==> src/rtl/tlb_pkg.sv <==
package tlb_pkg;
  localparam int unsigned VA_W    = 32;
  localparam int unsigned PA_W    = 30;
  localparam int unsigned OFF_W   = 12;
  localparam int unsigned ENTRIES = 8;

  typedef enum logic [1:0] {
    FLT_NONE = 2'd0,
    FLT_PAGE = 2'd1,
    FLT_PROT = 2'd2
  } fault_e;
endpackage

==> src/rtl/tlb_cam.sv <==
module tlb_cam #(
  parameter int unsigned ENTRIES = 8,
  parameter int unsigned KEY_W   = 20,
  localparam int unsigned IDX_W  = $clog2(ENTRIES)
) (
  input  logic [ENTRIES-1:0] slot_vld,
  input  logic [KEY_W-1:0]   slot_key [ENTRIES],
  input  logic [KEY_W-1:0]   key,
  output logic [ENTRIES-1:0] match_vec,
  output logic               match,
  output logic [IDX_W-1:0]   match_idx
);
  // one comparator per slot, all evaluated at once
  for (genvar g = 0; g < ENTRIES; g++) begin : g_cmp
    assign match_vec[g] = slot_vld[g] && (slot_key[g] == key);
  end

  assign match = |match_vec;

  always_comb begin
    match_idx = '0;
    for (int i = 0; i < ENTRIES; i++) begin
      if (match_vec[i]) match_idx = IDX_W'(i);
    end
  end
endmodule

==> src/rtl/tlb_lru.sv <==
module tlb_lru #(
  parameter int unsigned ENTRIES = 8,
  localparam int unsigned IDX_W  = $clog2(ENTRIES)
) (
  input  logic               clk,
  input  logic               rst_n,
  input  logic               touch_en,
  input  logic [IDX_W-1:0]   touch_idx,
  input  logic [ENTRIES-1:0] slot_vld,
  output logic [IDX_W-1:0]   victim_idx
);
  localparam logic [IDX_W-1:0] OLDEST = IDX_W'(ENTRIES - 1);

  // rank 0 = most recently used, ENTRIES-1 = least; ranks form a permutation
  logic [IDX_W-1:0]   rank_q [ENTRIES];
  logic [IDX_W-1:0]   rank_d [ENTRIES];
  logic [ENTRIES-1:0] oldest_vec;

  always_comb begin
    for (int i = 0; i < ENTRIES; i++) begin
      rank_d[i] = rank_q[i];
      if (touch_en) begin
        if (IDX_W'(i) == touch_idx)             rank_d[i] = '0;
        else if (rank_q[i] < rank_q[touch_idx]) rank_d[i] = rank_q[i] + 1'b1;
      end
    end
  end

  always_ff @(posedge clk or negedge rst_n) begin
    if (!rst_n) begin
      for (int i = 0; i < ENTRIES; i++) rank_q[i] <= IDX_W'(i);
    end else if (touch_en) begin
      for (int i = 0; i < ENTRIES; i++) rank_q[i] <= rank_d[i];
    end
  end

  for (genvar g = 0; g < ENTRIES; g++) begin : g_old
    assign oldest_vec[g] = (rank_q[g] == OLDEST);
  end

  // empty slot first (lowest index), otherwise the oldest slot
  always_comb begin
    logic found;
    found      = 1'b0;
    victim_idx = '0;
    for (int i = 0; i < ENTRIES; i++) begin
      if (!slot_vld[i] && !found) begin
        victim_idx = IDX_W'(i);
        found      = 1'b1;
      end
    end
    if (!found) begin
      for (int i = 0; i < ENTRIES; i++) begin
        if (oldest_vec[i]) victim_idx = IDX_W'(i);
      end
    end
  end

  assert_single_oldest_R8 : assert property (@(posedge clk) disable iff (!rst_n)
    $countones(oldest_vec) == 1);

  assert_touch_newest_R8 : assert property (@(posedge clk) disable iff (!rst_n)
    touch_en |=> (rank_q[$past(touch_idx)] == '0));
endmodule

==> src/rtl/xlat_tlb.sv <==
module xlat_tlb
  import tlb_pkg::*;
#(
  parameter int unsigned ADDR_W  = VA_W,
  parameter int unsigned PADDR_W = PA_W,
  parameter int unsigned PG_OFF  = OFF_W,
  parameter int unsigned SLOTS   = ENTRIES,
  localparam int unsigned PG_W   = ADDR_W - PG_OFF,
  localparam int unsigned FR_W   = PADDR_W - PG_OFF,
  localparam int unsigned IDX_W  = $clog2(SLOTS)
) (
  input  logic               clk,
  input  logic               rst_n,
  input  logic               flush_i,
  input  logic               req_valid_i,
  output logic               req_ready_o,
  input  logic [ADDR_W-1:0]  req_addr_i,
  input  logic               req_write_i,
  output logic               rsp_valid_o,
  output logic [PADDR_W-1:0] rsp_paddr_o,
  output logic               rsp_hit_o,
  output logic [1:0]         rsp_fault_o,
  output logic               miss_valid_o,
  output logic [PG_W-1:0]    miss_page_o,
  input  logic               fill_valid_i,
  input  logic [FR_W-1:0]    fill_frame_i,
  input  logic               fill_ro_i,
  input  logic               fill_present_i
);
  // cached entries
  logic [SLOTS-1:0] vld_q, vld_d;
  logic [PG_W-1:0]  tag_q [SLOTS];
  logic [FR_W-1:0]  frm_q [SLOTS];
  logic [SLOTS-1:0] ro_q;

  // outstanding miss
  logic              pend_q, pend_d;
  logic [PG_W-1:0]   pvpn_q, pvpn_d;
  logic [PG_OFF-1:0] poff_q, poff_d;
  logic              pwr_q, pwr_d;

  // response register
  logic               rv_q, rv_d;
  logic [PADDR_W-1:0] rpa_q, rpa_d;
  logic               rhit_q, rhit_d;
  fault_e             rflt_q, rflt_d;

  logic              accept;
  logic [PG_W-1:0]   req_vpn;
  logic [PG_OFF-1:0] req_off;
  logic [SLOTS-1:0]  hit_vec;
  logic              hit;
  logic [IDX_W-1:0]  hit_idx;
  logic [IDX_W-1:0]  victim_idx;
  logic              refill;
  logic              install_en;
  logic              touch_en;
  logic [IDX_W-1:0]  touch_idx;

  assign req_vpn     = req_addr_i[ADDR_W-1:PG_OFF];
  assign req_off     = req_addr_i[PG_OFF-1:0];
  assign req_ready_o = !pend_q && !flush_i;
  assign accept      = req_valid_i && req_ready_o;
  assign refill      = pend_q && fill_valid_i;
  assign install_en  = refill && fill_present_i;

  tlb_cam #(.ENTRIES(SLOTS), .KEY_W(PG_W)) u_cam (
    .slot_vld  (vld_q),
    .slot_key  (tag_q),
    .key       (req_vpn),
    .match_vec (hit_vec),
    .match     (hit),
    .match_idx (hit_idx)
  );

  assign touch_en  = (accept && hit) || install_en;
  assign touch_idx = install_en ? victim_idx : hit_idx;

  tlb_lru #(.ENTRIES(SLOTS)) u_lru (
    .clk        (clk),
    .rst_n      (rst_n),
    .touch_en   (touch_en),
    .touch_idx  (touch_idx),
    .slot_vld   (vld_q),
    .victim_idx (victim_idx)
  );

  // next state
  always_comb begin
    pend_d = pend_q;
    pvpn_d = pvpn_q;
    poff_d = poff_q;
    pwr_d  = pwr_q;
    rv_d   = 1'b0;
    rpa_d  = rpa_q;
    rhit_d = rhit_q;
    rflt_d = rflt_q;
    vld_d  = vld_q;

    if (accept && hit) begin
      rv_d   = 1'b1;
      rhit_d = 1'b1;
      rpa_d  = {frm_q[hit_idx], req_off};
      rflt_d = (req_write_i && ro_q[hit_idx]) ? FLT_PROT : FLT_NONE;
    end else if (accept) begin
      pend_d = 1'b1;
      pvpn_d = req_vpn;
      poff_d = req_off;
      pwr_d  = req_write_i;
    end

    if (refill) begin
      pend_d = 1'b0;
      rv_d   = 1'b1;
      rhit_d = 1'b0;
      rpa_d  = {fill_frame_i, poff_q};
      if (!fill_present_i)          rflt_d = FLT_PAGE;
      else if (pwr_q && fill_ro_i)  rflt_d = FLT_PROT;
      else                          rflt_d = FLT_NONE;
    end

    if (flush_i)    vld_d = '0;
    if (install_en) vld_d[victim_idx] = 1'b1;
  end

  // registers
  always_ff @(posedge clk or negedge rst_n) begin
    if (!rst_n) begin
      vld_q  <= '0;
      pend_q <= 1'b0;
      pvpn_q <= '0;
      poff_q <= '0;
      pwr_q  <= 1'b0;
      rv_q   <= 1'b0;
      rpa_q  <= '0;
      rhit_q <= 1'b0;
      rflt_q <= FLT_NONE;
    end else begin
      vld_q  <= vld_d;
      pend_q <= pend_d;
      pvpn_q <= pvpn_d;
      poff_q <= poff_d;
      pwr_q  <= pwr_d;
      rv_q   <= rv_d;
      rpa_q  <= rpa_d;
      rhit_q <= rhit_d;
      rflt_q <= rflt_d;
    end
  end

  // entry payload, written only on install
  always_ff @(posedge clk) begin
    if (install_en) begin
      tag_q[victim_idx] <= pvpn_q;
      frm_q[victim_idx] <= fill_frame_i;
      ro_q[victim_idx]  <= fill_ro_i;
    end
  end

  assign rsp_valid_o  = rv_q;
  assign rsp_paddr_o  = rpa_q;
  assign rsp_hit_o    = rhit_q;
  assign rsp_fault_o  = rflt_q;
  assign miss_valid_o = pend_q;
  assign miss_page_o  = pvpn_q;

  assert_unique_match_R2 : assert property (@(posedge clk) disable iff (!rst_n)
    $onehot0(hit_vec));

  assert_hit_answer_R2 : assert property (@(posedge clk) disable iff (!rst_n)
    (accept && hit) |=> (rsp_valid_o && rsp_hit_o && !miss_valid_o));

  assert_miss_request_R3 : assert property (@(posedge clk) disable iff (!rst_n)
    (accept && !hit) |=> (miss_valid_o && !rsp_valid_o));

  assert_stall_R3 : assert property (@(posedge clk) disable iff (!rst_n)
    miss_valid_o |-> !req_ready_o);

  assert_refill_answer_R4 : assert property (@(posedge clk) disable iff (!rst_n)
    refill |=> (rsp_valid_o && !rsp_hit_o && !miss_valid_o));

  assert_no_cache_absent_R6 : assert property (@(posedge clk) disable iff (!rst_n)
    (refill && !fill_present_i && !flush_i) |=> $stable(vld_q));

  assert_flush_empty_R9 : assert property (@(posedge clk) disable iff (!rst_n)
    (flush_i && !install_en) |=> (vld_q == '0));
endmodule

==> config.mk <==
export PLATFORM = sky130hd
export DESIGN_NAME = xlat_tlb
export DESIGN_NICKNAME = d
export VERILOG_FILES = /design/src/rtl/tlb_pkg.sv /design/src/rtl/tlb_cam.sv /design/src/rtl/tlb_lru.sv /design/src/rtl/xlat_tlb.sv
export SDC_FILE = /design/constraint.sdc
export NUM_CORES = 1
export LEC_CHECK = 0
export ABC_AREA = 1
export ABC_CLOCK_PERIOD_IN_PS = 5100
export BUFFER_PORTS_ARGS = -buffer_cell sky130_fd_sc_hd__buf_4
export CELL_PAD_IN_SITES_DETAIL_PLACEMENT = 1
export CELL_PAD_IN_SITES_GLOBAL_PLACEMENT = 2
export CORE_MARGIN = 3
export CORE_UTILIZATION = 40
export CTS_BUF_LIST = sky130_fd_sc_hd__clkbuf_4 sky130_fd_sc_hd__clkbuf_8
export CTS_CLUSTER_SIZE = 12
export DETAILED_ROUTE_END_ITERATION = 10
export GPL_TIMING_DRIVEN = 1
export PLACE_DENSITY = 0.89
export SYNTH_ARGS = -nofsm -noshare
export SYNTH_HDL_FRONTEND = slang
export SYNTH_SLANG_ARGS = --single-unit
==> constraint.sdc <==
create_clock -name clk -period 5.1 [get_ports clk]
set_clock_uncertainty 0.2 [all_clocks]
set_input_delay 0 -clock clk [delete_from_list [all_inputs] [get_ports clk]]
set_output_delay 0 -clock clk [all_outputs]
set_load 0.005 [all_outputs]
Yosys cells after proc, flatten, opt, wreduce, memory -nomap -nowiden --
Memory sizes are Yosys's and may differ from the RTL's. Cells that the tools add are included. W data, S select, Z words.
Word-level totals: register bits after elaboration 268, bits in latches 0, RAM bits 144, ROM bits 0, input bits 58, output and inout bits 56, word-level logic and storage cells 216, memories kept 1
Memories:
- frm_q | words 8, bits a word 18, read ports 1, clocked after memory_dff 0, write ports 1, line xlat_tlb.sv:33 | logic [FR_W-1:0] frm_q [SLOTS];
Cells by class: add/sub/neg operators 8, $mul 0, div/mod/pow operators 0, magnitude comparators 14, equality and inequality tests 24, shift-type cells 0, multiplexer cells 77, bitwise logic cells 4, reduce and logical (&&, ||, !) cells 62
Operators with widths (number):
- $bwmux W160 | 1
- $eq A20 B20 Y1 | 8
- $mux W3 | 36
- $demux W20 S3 | 1
- $mux W30 | 2
- $add A3 B1 Y3 const B | 8
- $eq A3 B3 Y1 const B | 8
- $logic_and A1 B1 Y1 | 24
- $lt A3 B3 Y1 | 8
- $mux W1 | 21
- $mux W20 | 1
- $reduce_and A2 Y1 | 10
- $reduce_bool A2 Y1 | 10
- $mux W2 | 9
- $mux W8 | 2
- $logic_not A1 Y1 | 15
- $eq A3 B3 Y1 const A | 4
- $bmux W3 S3 | 1
- $bwmux W8 | 1
- $ge A4 B4 Y1 const B | 2
- $lt A3 B4 Y1 const B | 2
- $not A3 Y4 | 2
- $or A8 B8 Y8 | 1
- $reduce_or A8 Y1 | 1
- other kinds (10) | 11

Depth between registers and ports, before layout --
Gate-level depths: netlist (run 1).
depth after elaboration 38, depth in mapped cells 31, gate-level depth less buffers 29

Hierarchy --
A second synthesis (run 1) with hierarchy kept.
Unflattened totals: cell total of the unflattened synthesis 1813, area total of the unflattened synthesis 18689.2 sq um
By module, submodules not included:
- xlat_tlb | instances 1, cells an instance 1023, area an instance 14017.2 sq um, sequential area each 11270.8 sq um
- tlb_cam | instances 1, cells an instance 488, area an instance 2456.1 sq um, sequential area each 0.0 sq um
- tlb_lru | instances 1, cells an instance 302, area an instance 2215.9 sq um, sequential area each 615.6 sq um

Least setup slack after synthesis (run 1) --
Ideal clock, no wire load.
path kind register to register, from register u_lru.rank_q[4] in the netlist's numbering, to memory frm_q[6][0] in the netlist's numbering (enable), library setup time 0.435 ns, data arrival time 3.282 ns, data required time 4.465 ns, path slack 1.182 ns, stages on the path, launching flop included 11, path buffers 0, period minus slack after synthesis 3.918 ns, cell sequence dfstp_2 > ha_1 > ha_1 > nor2_1 > nand2_1 > nor3_1 > a41oi_1 > inv_1 > nor2_1 > nand2_1 > nor2_1
On the way: word-level cells in the longest chain between the ends 4
Ends and longest elaborated chain:
- start: declaration | line tlb_lru.sv:15 | logic [IDX_W-1:0] rank_q [ENTRIES];
- $eq A3 B3 Y1 | line tlb_lru.sv:38 | assign oldest_vec[g] = (rank_q[g] == OLDEST);
- $mux W3 (2 in series) | line tlb_lru.sv:54 | if (oldest_vec[i]) victim_idx = IDX_W'(i);
- $mux W3 | line tlb_lru.sv:52 | if (!found) begin
- end: declaration | line xlat_tlb.sv:33
No other way between the ends.

Worst setup path in the final report (run 1) --
from register tag_q[102] in the netlist's numbering, to register poff_q[5]
On the way: word-level cells in the longest chain between the ends 6
Ends and longest elaborated chain:
- start: declaration | line xlat_tlb.sv:32 | logic [PG_W-1:0] tag_q [SLOTS];
- start signal: indexed assignment | line xlat_tlb.sv:154 | tag_q[victim_idx] <= pvpn_q;
- $eq A20 B20 Y1 | line tlb_cam.sv:15 | assign match_vec[g] = slot_vld[g] && (slot_key[g] == key);
- $logic_and A1 B1 Y1 | line tlb_cam.sv:15
- $reduce_or A8 Y1 | line tlb_cam.sv:18 | assign match = |match_vec;
- $logic_and A1 B1 Y1 | line xlat_tlb.sv:100 | if (accept && hit) begin
- $not A1 Y1 (no line)
- $reduce_and A2 Y1 (no line)
- end signal: assignment | line xlat_tlb.sv:142 | poff_q <= poff_d;
- end: declaration | line xlat_tlb.sv:39 | logic [PG_OFF-1:0] poff_q, poff_d;
No other way between the ends. A chain may end at the register's enable or synchronous reset.

==> flow_summary.json, run 1 <==
{
  "instances_no_fill": 2939,
  "synthFlopType": "edfxtp_1",
  "grt_use_total_pct": 26.57,
  "die-height_um": 227.7,
  "status": "finished clean",
  "fmax_ghz": 0.2112,
  "n_fill_cell": 5384,
  "area_growth_pct": 21.53,
  "cts-htree-levels": 3,
  "ios": 114,
  "grt_pass1_wl_um": 101800,
  "viasPerCell": 5.403,
  "synth_area_sq_mm": 0.01966,
  "critPathCaptureType": "flip-flop",
  "synth_area_per_cell_sq_um": 10.01,
  "grt_overflow": 0,
  "async_flop_share_pct": 24.27,
  "power_switching_uw": 3152,
  "required_ns": 5.49,
  "hold_path_class": "in2reg",
  "grt_pass1_vias": 16955,
  "start_kind": "flip-flop",
  "cts_made_buffers": 72,
  "cts_root_buf": "clkbuf_8",
  "start_util_pct": 40.83,
  "leakage_uw": 0.009736,
  "die-area_sq_mm": 0.05184,
  "drtPass1Iterations": 5,
  "clock_sinks": 412,
  "switching_share_pct": 31.57,
  "rsz0062_at_grt": "no",
  "yosysUniqueCellTypes": 62,
  "yosys_register_bits": 412,
  "netlist_instances": 1964,
  "post_drt_wl_per_cell_um": 23.19,
  "p_clk_share_pct": 31.9,
  "path_class": "reg2reg",
  "antenna_left": 0,
  "period_share_pct": 92.85,
  "clkTransAtPathRegs_ns": 0.06,
  "vdd_drop_max_v": 0.0002739,
  "drive_gt1_share_pct": 16.88,
  "cp_max_fo": 25,
  "arrival_ns": 5.12,
  "tritoncts": "done",
  "finalSetupTns_ns": 0,
  "post-route-drc-count": 0,
  "drv_cap": 0,
  "tightestPinTransition_ns": 0.8557,
  "p_int_uw": 6832,
  "dp_cells": 2690,
  "syn-num-nets": 2046,
  "postCtsSetupRepairBufs": 0,
  "grt_max_degree": 66,
  "cts_resized": 0,
  "core_sq_mm": 0.04815,
  "antenna_found_initial": 3,
  "fin_crit_ns": 4.735,
  "clock_path_buffers": 3,
  "rows": 80,
  "pwr-share-comb_pct": 19.4,
  "ys_seq_area_share_pct": 60.47,
  "die_w_um": 227.7,
  "portBuffers": 113,
  "power.density_mw_per_mm2": 418.0,
  "finalMaxSlewViolations": 0,
  "drt-total-wl_um": 68170,
  "final-setup-viol-count": 0,
  "drtIter0Drc": 1461,
  "clkLatencyLatePin_ns": 0.67,
  "gp_congestion": 0.9624,
  "relSlewSlack_pct": 42.89,
  "final_nets": 2304,
  "hold_violations": 0,
  "seqPwrFrac_pct": 48.7,
  "yosysWarnings": 0,
  "num_vias": 15878,
  "synth_edf_count": 312,
  "place_hpwl_um": 44110
}
-- kinds of logic (layout without fill, tap and decap cells) --
kind of cell | after synthesis | after routing | share of synthesized area (%)
muxes | 2 | 2 | 0.1146
other | 0 | 2 | 0
and+or+nand+nor | 970 | 970 | 22.01
DFF | 412 | 412 | 60.47
AOI/OAI and AO/OA | 235 | 235 | 7.791
adders and majority gates | 24 | 24 | 1.528
buffers and inverters | 270 | 587 | 5.818
xor gates and xnor gates | 51 | 51 | 2.272
-- power groups by stage --
stage / Sequential [uW] / Clock, uW / Combinational (uW)
6_report: 4870 / 3180 / 1940
2_1_floorplan: 4560 / 0 / 1030
5_1_grt: 4900 / 3400 / 2160
3_5_place_dp: 4900 / 0 / 1790
4_1_cts: 4840 / 3230 / 1920
3_3_place_gp: 4880 / 0 / 1710
-- cells in the mapped netlist, types with 20 or more instances --
| cell type | n | area, sq um |
|---|---|---|
| dfrtp_1 | 88 | 2202 |
| o21ai_0 | 95 | 475.5 |
| nand3_1 | 90 | 450.4 |
| o221ai_1 | 24 | 210.2 |
| a21oi_1 | 21 | 105.1 |
| ha_1 | 24 | 300.3 |
| edfxtp_1 | 312 | 9369 |
| o21a_1 | 20 | 150.1 |
| xor2_1 | 23 | 201.4 |
| nand2_1 | 483 | 1813 |
| nor2_1 | 209 | 784.5 |
| nor3_1 | 22 | 110.1 |
| nand2_2 | 30 | 187.7 |
| clkbuf_1 | 29 | 108.9 |
| nand4_1 | 57 | 356.6 |
| xnor2_1 | 28 | 245.2 |
| inv_1 | 175 | 656.9 |
| inv_2 | 26 | 97.59 |
-- layout make-up --
cell class / count / area, sq um / share of cell area (%)
antenna: 2 / 5.005 / 0.02095
timing repair buffer: 251 / 2225 / 9.313
multi-input combinational: 1282 / 6701 / 28.05
inverter: 203 / 762.0 / 3.190
clock inverter: 18 / 155.1 / 0.6495
clock buffer: 115 / 1333 / 5.578
tap: 656 / 820.8 / 3.436
sequential: 412 / 11890 / 49.76
-- worst paths after layout --
check | end | from | slack [ns] | depth (start not counted)
setup / recovery | poff_q[5] | tag_q[102] | 0.36 | 14
hold / removal | rsp_fault_o[1] | fill_ro_i | 0.08 | 4
setup reg to reg | poff_q[5] | tag_q[102] | 0.36 | 14
hold reg to reg | u_lru.rank_q[0] | u_lru.rank_q[0] | 0.29 | 2
max in group asynchronous | rsp_paddr_o[26] | rst_n | 3.66 | 4
min in group asynchronous | u_lru.rank_q[5] | rst_n | 0.30 | 3
-- metrics by stage --
step | area (sq um) | setup slack (ns) | power, uW | utilization [%] | hold slack, ns
final | 23890 | 0.3645 | 9985 | 49.62 | 0.08044
after floorplan | 19660 | 1.182 | 5589 | - | -0.4956
after global placement | 21240 | 1.004 | 6592 | 44.11 | -0.07652
after detailed placement | 21240 | 0.8288 | 6695 | 44.11 | -0.06591
after global routing | 23890 | 0.1786 | 10470 | 49.62 | 0.05453
after CTS | 23880 | 0.4670 | 9989 | 49.61 | 0.01206
-- worst max-delay path: stages, from the launching register on --
cell and delay [ns]:
edfxtp_1 0.42, nor2_1 0.30, nor2_1 0.14, nand3_1 0.09
nor4_1 0.05, nand3_1 0.16, nand2_1 0.17, a311oi_1 0.71
nand2_1 0.24, nor2_4 0.45, buf_4 0.37, nand2_1 0.10
dlygate4sd3_1 0.57, o21ai_0 0.10, dlygate4sd3_1 0.59
-- placed cells by master, fill, tap and decap left out, types with 7 or more instances in the layout --
master / count
nand2_1: 483
edfxtp_1: 312
nor2_1: 199
inv_1: 175
buf_4: 134
dlygate4sd3_1: 113
o21ai_0: 95
nand3_1: 90
dfrtp_1: 88
clkbuf_8: 75
nand4_1: 57
clkbuf_4: 40
nand2_2: 30
xnor2_1: 28
inv_2: 26
o221ai_1: 24
ha_1: 24
xor2_1: 23
a21oi_1: 21
nor3_1: 21
o21a_1: 20
o22ai_1: 17
or2_1: 17
o211ai_1: 15
or2_2: 13
dfstp_2: 12
nor2_4: 10
nand3b_1: 10
nor4_1: 9
clkinv_1: 9
a21boi_2: 7
-- sequential cells by signal, summed over array words and instances (netlist names) --
register      flops
rsp_valid_o       1
frm_q           144
tag_q           160
ro_q              8
rsp_fault_o       2
poff_q           12
miss_valid_o      1
rsp_hit_o         1
u_lru.rank_q     24
miss_page_o      20
vld_q             8
rsp_paddr_o      30
pwr_q             1
-- per-layer routing --
metal / GRT usage, % / up-vias / share of wire [%]
li1: - / 7224 / -
met2: 45.26 / 575 / 49
met4: 10.00 / 0 / 3.5
met5: 0 / - / 0
met1: 34.07 / 7934 / 41
met3: 4.714 / 145 / 6.2
-- repair_timing --
item,in CTS,in global routing
endpoints found under the setup margin,0,0
hold endpoints to repair,312,0
hold buffers,114,0
(Power assumes the default switching activity.)
==> run 2, diff against run 1 <==
ABC_CLOCK_PERIOD_IN_PS = 6100   (was 5100)
CORE_ASPECT_RATIO = 1.25   (was default)
clock period = 6.1 ns   (was 5.1 ns; I/O delays follow)
==> run 2 against run 1 <==
Against the previous run:
- critical path depth decreased by 2
- largest cell class unchanged
- setup slack improved by 1.0 ns
- critical path type unchanged
- maximum frequency about the same
==> flow_summary.json, run 2 (same netlist as run 1, synthesis figures left out) <==
{
  "status": "finished clean",
  "post_drt_wl_per_cell_um": 23.03,
  "grt_pass1_wl_um": 102100,
  "cts_root_buf": "clkbuf_8",
  "leakage_uw": 0.009693,
  "die_w_um": 204.3,
  "clkTransAtPathRegs_ns": 0.06,
  "final-setup-viol-count": 0,
  "crit_chain": "xor2_1, nor2_1, and3b_1, nand3_1, nand2_1, nor2_4, nand2_1, nor2_4, nand2_1, dlygate4sd3_1, o21ai_0, dlygate4sd3_1",
  "start_util_pct": 40.59,
  "power_switching_uw": 2549,
  "fmax_ghz": 0.2112,
  "grt_overflow": 0,
  "finalMaxSlewViolations": 0,
  "cp_num_buf_inv": 2,
  "rsz0062_at_grt": "no",
  "power.density_mw_per_mm2": 345.4,
  "dp_cells": 2672,
  "hold_start": "flush_i",
  "relSlewSlack_pct": 26.84,
  "tritoncts": "done",
  "num_vias": 15841,
  "hold_violations": 0,
  "largest_register_ff_count": 160,
  "die-height_um": 253.8,
  "fin_crit_ns": 4.734,
  "postCtsSetupRepairBufs": 0,
  "ios": 114,
  "whs_path_depth": 3,
  "cts-htree-levels": 3,
  "cp_max_fo": 42,
  "vdd_drop_max_v": 0.0002303,
  "tightestPinTransition_ns": 1.095,
  "slowest_stage": "nor2_4",
  "area_growth_pct": 21.12,
  "clock_sinks": 412,
  "postLayoutCellArea_sq_mm": 0.02381,
  "p_int_uw": 5675,
  "gp_congestion": 0.9323,
  "place_hpwl_um": 44400,
  "use_met1_pct": 30.74,
  "reg2reg_to": "poff_q[1]",
  "drtPass1Iterations": 5,
  "required_ns": 6.46,
  "grt_max_degree": 74,
  "path_class": "reg2reg",
  "grt_use_total_pct": 26.00,
  "cts_made_buffers": 68,
  "arrival_ns": 5.09,
  "core_sq_mm": 0.04842,
  "portBuffers": 113,
  "pwr-share-comb_pct": 19.6,
  "period_share_pct": 77.61,
  "clock_path_buffers": 3,
  "grt.busiest_layer": "met2",
  "viasPerCell": 5.427,
  "critPathCaptureType": "flip-flop",
  "slowest_delay_ns": 0.87,
  "seqPwrFrac_pct": 48.8,
  "rows": 90,
  "switching_share_pct": 30.99,
  "final_nets": 2299,
  "drtIter0Drc": 1120,
  "met2_usage_pct": 46.71,
  "antenna_found_initial": 5,
  "grt_pass1_vias": 17371,
  "drv_cap": 0,
  "die-area_sq_mm": 0.05185,
  "place_area_sq_mm": 0.02114,
  "hold_path_class": "in2reg",
  "met3_usage_pct": 3.331,
  "drive_gt1_share_pct": 16.34,
  "startpoint": "tag_q[62]",
  "drt-total-wl_um": 67220,
  "layout_common_cells": "nand2_1 (483), edfxtp_1 (312), nor2_1 (199)",
  "p_clk_share_pct": 31.6,
  "top_register": "tag_q",
  "min_to": "vld_q[3]",
  "start_kind": "flip-flop",
  "finalSetupTns_ns": 0,
  "layout.cells.most_common": "nand2_1",
  "r2r_cells": 12,
  "critPathMostFrequentCell": "nand2_1",
  "reg2reg_from": "tag_q[62]",
  "path_delay_family": "simple AND/OR/NAND/NOR gates",
  "instances_no_fill": 2919,
  "post-route-drc-count": 0,
  "antenna_left": 0,
  "clkLatencyLatePin_ns": 0.64,
  "r2r_slack_ns": 1.37
}
==> run 2: worst reg2reg max path, delay by kind of cell (launching register included) <==
family	cells	cell delay [ns]
buffers and inverters	2	1.26
DFF	1	0.40
AOI/OAI and AO/OA	1	0.14
and+or+nand+nor	8	2.44
xor gates and xnor gates	1	0.24
==> run 2: final cells by class <==
cell class / instances / area [sq um]
antenna: 5 / 12.51
clock buffer: 107 / 1341
clock inverter: 16 / 113.9
fill: 5439 / 24610
inverter: 203 / 762.0
multi-input combinational: 1282 / 6701
sequential: 412 / 11890
tap: 644 / 805.8
timing repair buffer: 250 / 2185
==> run 2: power groups by stage <==
stage	clock network [uW]	logic [uW]	registers, uW
after floorplan	0	858	3810
after global placement	0	1410	4020
after detailed placement	0	1470	4050
after CTS	2640	1590	3990
after global routing	2770	1810	4060
final	2600	1610	4010
==> run 2: worst max path at each step <==
stage	to	slack (ns)	cells after the start
floorplan	frm_q[6][0]	2.18	10
global placement	u_lru.rank_q[17]	1.69	21
detailed placement	u_lru.rank_q[22]	1.53	20
CTS	u_lru.rank_q[22]	1.46	20
global route	poff_q[1]	1.04	12
finish	poff_q[1]	1.37	12
==> run 2: layer usage <==
| metal | wire length [um] | part of all wire, % |
|---|---|---|
| met1 | 26160 | 39 |
| met2 | 34720 | 52 |
| met5 | 0 | 0 |
| met3 | 3241 | 4.8 |
| met4 | 3094 | 4.6 |
==> run 2: repair_timing <==
item,4_1_cts,5_1_grt
hold buffers,119,0
endpoints found under the hold margin,350,0
gates resized for setup,0,0
==> run 2: per-stage QoR <==
| stage | total power, uW | util [%] | setup slack, ns | hold slack, ns |
|---|---|---|---|---|
| final | 8224 | 49.17 | 1.366 | 0.05545 |
| after global routing | 8633 | 49.17 | 1.038 | 0.03903 |
| after CTS | 8226 | 49.14 | 1.464 | 0.01470 |
| after detailed placement | 5520 | 43.66 | 1.530 | -0.1989 |
| after global placement | 5436 | 43.66 | 1.690 | -0.2063 |
| after floorplan | 4673 | - | 2.182 | -0.4956 |
==> run 3, diff against run 2 <==
ABC_CLOCK_PERIOD_IN_PS = 4400   (was 6100)
clock period = 4.4 ns   (was 6.1 ns; I/O delays follow)
==> run 3 against run 2 <==
Against the previous run:
- worst hold slack gained 0.0076 ns
- utilization rose by 0.23 points
- critical path type unchanged
- combinational power is 40% higher
- highest routed layer unchanged
- critical endpoint is now poff_q[0]
- maximum frequency rose by 14%
==> flow_summary.json, run 3 (same netlist as run 1, synthesis figures left out) <==
{
  "path_depth": 13,
  "dpl_worst_slack_ns": 0.1477,
  "clkTransAtPathRegs_ns": 0.06,
  "die-area_sq_mm": 0.05185,
  "grt_pass1_vias": 17494,
  "period_share_pct": 94.76,
  "grt_max_degree": 66,
  "tritoncts": "done",
  "die_w_um": 204.3,
  "cts_root_buf": "clkbuf_8",
  "grt_overflow": 0,
  "drtPass1Iterations": 5,
  "final-setup-viol-count": 0,
  "cts-htree-levels": 3,
  "antenna_found_initial": 3,
  "cts_made_buffers": 69,
  "ios": 114,
  "rsz0062_at_grt": "no",
  "critPathMostFrequentCell": "nand2_1",
  "tightestPinTransition_ns": 0.8330,
  "post-route-drc-count": 0,
  "path_delay_family": "simple AND/OR/NAND/NOR gates",
  "clock_sinks": 412,
  "cp_num_buf_inv": 3,
  "final_nets": 2305,
  "clkLatencyLatePin_ns": 0.65,
  "whs_path_depth": 4,
  "vdd_drop_max_v": 0.0003562,
  "top_register": "tag_q",
  "viasPerCell": 5.515,
  "grt_pass1_wl_um": 104200,
  "largest_register_ff_count": 160,
  "drv_cap": 0,
  "postLayoutCellArea_sq_mm": 0.02392,
  "crit_chain": "nand2_1, nand2_1, nor4_1, nand3_1, nand2_1, a311oi_2, nand2_1, nor2_4, buf_4, nand2_1, dlygate4sd3_1, o21ai_0, dlygate4sd3_1",
  "relSlewSlack_pct": 44.40,
  "n_fill_cell": 5472,
  "critPathCaptureType": "flip-flop",
  "antenna_left": 0,
  "p_total_uw": 11550,
  "finalMaxSlewViolations": 0,
  "clock_path_buffers": 3,
  "die-height_um": 253.8,
  "hold_path_class": "in2reg",
  "portBuffers": 113,
  "leakage_uw": 0.009759,
  "layout_common_cells": "nand2_1 (483), edfxtp_1 (312), nor2_1 (198)",
  "drt-total-wl_um": 69280,
  "required_ns": 4.72,
  "rows": 90,
  "drive_gt1_share_pct": 17.16,
  "status": "finished clean",
  "num_vias": 16136,
  "start_util_pct": 40.59,
  "drtIter0Drc": 1133,
  "start_kind": "flip-flop",
  "layout.cells.most_common": "nand2_1",
  "r2r_cells": 13,
  "fin_crit_ns": 4.169,
  "place_hpwl_um": 44950,
  "setup_ws_ns": 0.2306,
  "arrival_ns": 4.49,
  "area_growth_pct": 21.69,
  "place_area_sq_mm": 0.02127,
  "hold_violations": 0,
  "gp_congestion": 0.9654,
  "slowest_delay_ns": 0.67,
  "post_drt_wl_per_cell_um": 23.68,
  "cp_max_fo": 25,
  "core_sq_mm": 0.04842,
  "grt_use_total_pct": 26.70,
  "path_class": "reg2reg",
  "slowest_stage": "nor4_1",
  "finalSetupTns_ns": 0,
  "power.density_mw_per_mm2": 483.0,
  "fmax_ghz": 0.2398
}
run 3: changes by cell type in the layout (fill, tap and decap cells not counted), sizes merged:
cell	delta
inv	-1
clkinv	+1
buf	+13
clkbuf	+4
diode	-2
dlygate4sd3	-8
run 3: worst min-delay path, delay by kind of cell:
family          cells  cell delay (ns)
buf+inv             2             0.70
compound gates      1             0.08
simple gates        1             0.08
run 3: final timing paths:
check / from / end / slack, ns
worst max-delay path: tag_q[119] / poff_q[0] / 0.23
worst min-delay path: fill_ro_i / rsp_fault_o[1] / 0.06
worst max register to register: tag_q[119] / poff_q[0] / 0.23
worst min register to register: u_lru.rank_q[6] / u_lru.rank_q[6] / 0.29
max in group asynchronous: rst_n / u_lru.rank_q[5] / 3.12
min in group asynchronous: rst_n / u_lru.rank_q[6] / 0.33
run 3: per-layer routing:
metal,vias up,part of all wire [%],global-route usage (%)
met5,-,0,0
met4,0,5.2,14.30
met3,192,4.9,4.228
met2,516,51,46.85
met1,8214,39,31.47
li1,7214,-,-
run 3: power breakdown:
part	internal (uW)	leakage, uW	switching, uW
clock	2040	0.000786	1630
sequential	4880	0.00401	760
combinational	987	0.00497	1260
total	7900	0.00976	3650
run 3: through the flow:
step                      hold slack (ns)  cells  util, %
after floorplan                   -0.4956   1964        -
after detailed placement          0.02723   2683    43.93
after global placement            0.01502   2683    43.93
final                             0.06303   2926    49.40
after global routing              0.07067   2925    49.40
after CTS                       0.0005588   2921    49.32
run 3: layout make-up:
cell class              count  area (sq um)  share of cell area (%)
repair buffers            255          2263                   9.462
flip-flops and latches    412         11890                   49.69
inverters                 203         764.5                   3.196
multi-input cells        1282          6710                   28.05
well taps                 644         805.8                   3.369
clock inverters            16         111.4                  0.4655
diodes                      3         7.507                 0.03138
clock buffers             111          1371                   5.733
run 3: timing repair:
| action | CTS | global route |
|---|---|---|
| setup endpoints to repair | 0 | 34 |
| hold buffers | 111 | 0 |
| endpoints found under the hold margin | 294 | 0 |
| setup buffers | 0 | 2 |
| resized for setup | 0 | 5 |
